<file path="src/rtl/fma_nan_pick.sv">
module fma_nan_pick #(
  parameter int EXP_W  = 8,
  parameter int FRAC_W = 23,
  localparam int W = 1 + EXP_W + FRAC_W
) (
  input  logic         clk,
  input  logic         rst_n,
  input  logic         in_valid,
  input  logic [W-1:0] op_a,
  input  logic [W-1:0] op_b,
  input  logic [W-1:0] op_c,
  input  logic         a_quiet,
  input  logic         a_signal,
  input  logic         b_quiet,
  input  logic         b_signal,
  input  logic         c_quiet,
  input  logic         c_signal,
  input  logic         inf_zero,
  input  logic         dflt_mode,
  input  logic [1:0]   style,
  output logic         out_valid,
  output logic [W-1:0] result,
  output logic         invalid,
  output logic [1:0]   pick
);
  localparam logic [W-1:0] QBIT = W'(1) << (FRAC_W - 1);
  localparam logic [W-1:0] DNAN = ({{(EXP_W){1'b1}}, {(FRAC_W){1'b0}}}) | QBIT;

  logic       a_nan, b_nan, c_nan;
  logic [1:0] pick_n;
  logic       iz_inv;
  logic [W-1:0] chosen, res_n;

  assign a_nan = a_quiet | a_signal;
  assign b_nan = b_quiet | b_signal;
  assign c_nan = c_quiet | c_signal;

  always_comb begin
    iz_inv = 1'b0;
    pick_n = 2'd2;
    case (style)
      2'd1: begin
        if (inf_zero && c_quiet) begin
          iz_inv = 1'b1;
          pick_n = 2'd3;
        end
        else if (c_signal) pick_n = 2'd2;
        else if (a_signal) pick_n = 2'd0;
        else if (b_signal) pick_n = 2'd1;
        else if (c_quiet)  pick_n = 2'd2;
        else if (a_quiet)  pick_n = 2'd0;
        else               pick_n = 2'd1;
      end
      2'd2: begin
        if (inf_zero) begin
          iz_inv = 1'b1;
          pick_n = 2'd3;
        end
        else if (a_signal) pick_n = 2'd0;
        else if (b_signal) pick_n = 2'd1;
        else if (c_signal) pick_n = 2'd2;
        else if (a_quiet)  pick_n = 2'd0;
        else if (b_quiet)  pick_n = 2'd1;
        else               pick_n = 2'd2;
      end
      2'd3: begin
        if (inf_zero) begin
          iz_inv = 1'b1;
          pick_n = 2'd2;
        end
        else if (a_nan) pick_n = 2'd0;
        else if (c_nan) pick_n = 2'd2;
        else            pick_n = 2'd1;
      end
      default: begin
        if (a_nan)      pick_n = 2'd0;
        else if (b_nan) pick_n = 2'd1;
        else            pick_n = 2'd2;
      end
    endcase
  end

  always_comb begin
    case (pick_n)
      2'd0:    chosen = op_a;
      2'd1:    chosen = op_b;
      default: chosen = op_c;
    endcase
  end

  assign res_n = (dflt_mode || pick_n == 2'd3) ? DNAN : (chosen | QBIT);

  always_ff @(posedge clk) begin
    if (!rst_n) begin
      out_valid <= 1'b0;
      result    <= '0;
      invalid   <= 1'b0;
      pick      <= 2'd0;
    end else begin
      out_valid <= in_valid;
      if (in_valid) begin
        result  <= res_n;
        invalid <= a_signal | b_signal | c_signal | iz_inv;
        pick    <= pick_n;
      end
    end
  end
endmodule

</file>
<file path="config.mk">
export PLATFORM = sky130hd
export DESIGN_NAME = fma_nan_pick
export DESIGN_NICKNAME = d
export VERILOG_FILES = /design/src/rtl/fma_nan_pick.sv
export SDC_FILE = /design/constraint.sdc
export NUM_CORES = 1
export LEC_CHECK = 0
export BUFFER_PORTS_ARGS = -buffer_cell sky130_fd_sc_hd__buf_4
export CORE_ASPECT_RATIO = 0.7
export CORE_MARGIN = 3
export CORE_UTILIZATION = 43
export DETAILED_ROUTE_END_ITERATION = 10
export PLACE_DENSITY = 0.95
export SLEW_MARGIN = 20
export SYNTH_ARGS = -nofsm -noshare
export SYNTH_HDL_FRONTEND = slang
export SYNTH_SLANG_ARGS = --single-unit
</file>
<file path="constraint.sdc">
create_clock -name clk -period 4.2 [get_ports clk]
set_input_delay 0.42 -clock clk [delete_from_list [all_inputs] [get_ports clk]]
set_output_delay 0.42 -clock clk [all_outputs]
set_load 0.02 [all_outputs]
</file>
==> After elaboration in Yosys (flattened, before gate mapping) <==
Cells that the tools add are included.
{ "word_totals": {"ff_bits": 36, "latch_bits": 0, "ram_bits": 0, "mem_bits_ro": 0, "input_bits": 109, "word_cells": 42, "mem_count": 0} }
{ "op_classes": {"n_addsub": 0, "mul": 0, "div": 0, "magnitude_cmp": 0, "n_eq_ne": 5, "n_shift": 0, "n_mux": 23, "bitwise_logic": 6, "n_reduce_logical": 4} }
{ "op_table": {"columns": ["cell", "count"], "rows": [
  ["$pmux 32 s2", 1],
  ["$mux 2", 16],
  ["$mux 32", 1],
  ["$eq 2x2->1 const B", 3],
  ["$or 1x1->1", 6],
  ["$pmux 2 s3", 1],
  ["$eq 2x1->1 const B", 2],
  ["$mux 1", 3],
  ["$logic_not 2->1", 1],
  ["$pmux 1 s2", 1],
  ["$reduce_or 2->1", 1],
  ["$logic_and 1x1->1", 1],
  ["$logic_or 1x1->1", 1]
]} }

==> Depth between registers and ports, before layout <==
{ "logic_depth": {"word_depth": 10, "mapped_depth": 8, "ltp_nobuf": 6} }

==> Worst setup path after synthesis <==
Ideal clock, no wire load.
{ "synth_path": {"kind": "input to register", "from": "input style[1]", "to": "register result[23]", "setup_ns": 0.086, "arrival_ns": 1.979, "required_time_ns": 4.114, "path_slack_ns": 2.134, "stages": 7, "path_cell_list": "buf_6 > a21oi_1 > o221ai_1 > a222oi_1 > and3b_1 > buf_6 > a221oi_2"} }
{ "synth_via": {"elab_chain_len": 5} }
{ "synth_rtl": {"columns": ["element", "line", "source"], "rows": [
  ["start: declaration", "20", "input logic [1:0] style,"],
  ["$eq 2x2->1 / $eq 2x1->1 (equally long branches)", "41", "case (style)"],
  ["$pmux 2 s3 (*)", "41", null],
  ["$eq 2x1->1 (tied with other cells)", "84", "case (pick_n)"],
  ["$pmux 32 s2 / $logic_or 1x1->1 (equally long branches)", "84, 91", null],
  ["$mux 32 (*)", "91", "assign res_n = (dflt_mode || pick_n == 2'd3) ? DNAN : (chosen | QBIT);"],
  ["end signal: assignment", "102", "result <= res_n;"],
  ["end: declaration", "22", "output logic [W-1:0] result,"]
]} }
Mark *: on every way between the ends. The rest lies on a longest branch, timed or not.
A chain may end at the register's enable or synchronous reset.

==> Worst setup path in the final report <==
{ "layout_path": {"from": "input style[0]", "to": "register result[17]"} }
Same word-level chain as after synthesis.

==> impl_results.md <==
* Post-route insts no fill at 382
* Yosys warns at 0
* Setup-failing EPs final at 0
* Mapped cell area at 1920 µm²
* DRC at 0
* Footprint of the multi-input gates at 1050 µm²
* Placed wire-length estimate at 4630 µm
* Pwr/cell area at 302 nW/µm²
* Vias in the first global route at 1,967
* Max_cap viols at 0
* FF+latch area at 721 µm²
* CTS hold repair buffers at 0
* Post-Syn Nets at 302
* Pin count of the biggest net entering global routing at 24
* Path type of the worst setup path: in -> reg
* CTS clk-pin slew, worst paths at 0.07 ns
* Pre-antenna DRT Iters at 5
* GPL Wtd Cong at 0.822
* Cell count after synthesis at 193
* Sequential-to-total area share from yosys stat at 0.375
* Via density per instance at 5.48
* Most common cell after layout, fill and taps aside: buf_4
* Main synth FF type: dfxtp_1
* WL final at 5950 µm
* Worst Max-Slew Pin Slew at 1.00 ns
* Longest Clk Path Bufs at 2
* Clk sink count at 36
* Remaining global-route overflow at 0
* Fin crit period at 2.26 ns
* Skew-Pair Late Insertion Delay at 0.28 ns
* Max Clock Freq at 442 MHz
* Antenna Nets Post-Route at 0
* # port buffers at 141
* Global-route wire length before repair at 9090 µm
* Worst Path Required at 4.37 ns
* Most frequent cells in the layout: 144 x buf_4, 36 x dfxtp_1, 32 x mux2i_1, 24 x a22oi_1, 20 x o21ai_1
* First DRT Iteration DRCs at 46
* Initial antenna violation count at 0
* Vias post-DR at 2,095
* Max-slew headroom at 0.327
* Die footprint at 5310 µm²
* Synth Register Bits at 36
* Num CTS Buffers at 5
* Setup total negative slack at 0 ns
* Slew Viols, Final at 0
* Per-cell routed wire length at 15.6 µm
* Final hold vios at 0
* Placed cells at 374
* Run status: finished, final reports clean
* Core area at 4110 µm²
* Hold crit path type: in -> reg
* Die height at 61.9 µm
* Leakage at 0.00155 µW
* Syn avg cell area at 9.94 µm²
* Post-CTS Repair Setup Buffers at 0
* Critical Path AT at 2.43 ns
* Unique masters post-synth at 38
* Total power at 927 µW
* CTS tree: built
* Worst-path fanout max at 18
* Depth of the CTS H-tree at 2
* Worst Skew at 0 ns
* Number of synthesized flops with an enable pin at 0
* Die width at 85.9 µm
* CTS resizes at 0
* Asr flop ratio synth at 0
* All-layer global routing usage at 0.216
* # IOs at 145
* Final period util at 0.539
* Fraction of layout cells with a size suffix above 1 at 0.503
* Max rail drop VDD at 0.000267 V
* CP Launch Type: primary input
* Final-stage net count at 438
* Area Growth Syn to Fin at 59.8%
* # rows at 19
* Initial Utilization at 0.467
* RSZ-0062 raised after global routing: no
* Fill cell count at 312
* CP endpoint kind: flip-flop
* Root buffer cell: clkbuf_8
* Ant diodes at 0
==> through the flow <==
step	util	area [µm²]	hold WS, ns	worst slack, ns
floorplan	-	1920	0.551	2.13
global placement	0.720	2960	0.440	1.69
detailed placement	0.720	2960	0.462	1.64
CTS	0.746	3070	0.357	1.95
global route	0.746	3070	0.362	1.81
finish	0.746	3070	0.361	1.94
==> final cells by class <==
| cell class | instances | share of cell area |
|---|---|---|
| timing repair buffer | 144 | 0.353 |
| clock inverter | 2 | 0.0114 |
| clock buffer | 6 | 0.0237 |
| inverter | 11 | 0.0135 |
| sequential | 36 | 0.235 |
| tap | 52 | 0.0212 |
| multi-input combinational | 131 | 0.343 |
==> power by group <==
part           leakage [µW]  switching (µW)  internal (µW)
Clock             0.0000552             119            176
Combinational       0.00120             120            136
Sequential         0.000296            11.6            364
Total               0.00155             251            676
==> worst max-delay path: stages <==
cell and delay (ns):
buf_4 0.14, nor4b_1 0.14, a22oi_1 0.18, o31ai_1 0.20, a21oi_4 0.59, buf_4 0.42
mux2i_1 0.25, o21ai_1 0.07
==> cells in the mapped netlist (2+ instances only) <==
cell,number,area [µm²]
dfxtp_1,36,721
mux2i_1,32,320
a22oi_1,24,180
o21ai_1,20,100
o21ai_0,14,70.1
inv_1,11,41.3
a221oi_2,8,120
buf_2,4,20.0
nand2_1,4,15.0
nor2_1,4,15.0
a21oi_1,3,15.0
buf_6,3,33.8
and2_1,2,12.5
clkbuf_1,2,7.51
clkbuf_2,2,10.0
clkdlybuf4s50_2,2,22.5
==> kinds of logic after synthesis <==
group	after synthesis	synth area share
compound gates	82	0.326
buf+inv	26	0.0821
flops	36	0.375
mux	32	0.167
simple gates	17	0.0495
==> state kept, by name, summed over array words and instances (netlist names) <==
| signal | cells |
|---|---|
| result | 32 |
| pick | 2 |
| out_valid | 1 |
| invalid | 1 |
==> final timing paths <==
check             depth (start not counted)    endpoint        from  slack, ns
setup / recovery                          8  result[17]    style[0]       1.94
hold / removal                            3  result[16]    op_c[16]       0.36
hold reg to reg                           1  result[22]  result[22]       0.48
setup reg to reg                          2  result[30]  result[30]       3.47
==> per-layer routing <==
metal / routed length [µm] / global-route usage / vias to the layer above
li1: - / - / 1002
met1: 2280 / 0.250 / 974
met2: 2980 / 0.392 / 111
met3: 599 / 0.0751 / 8
met4: 89 / 0.0519 / 0
met5: 0 / 0 / -
Note: power is estimated with default switching activity, not from simulation.
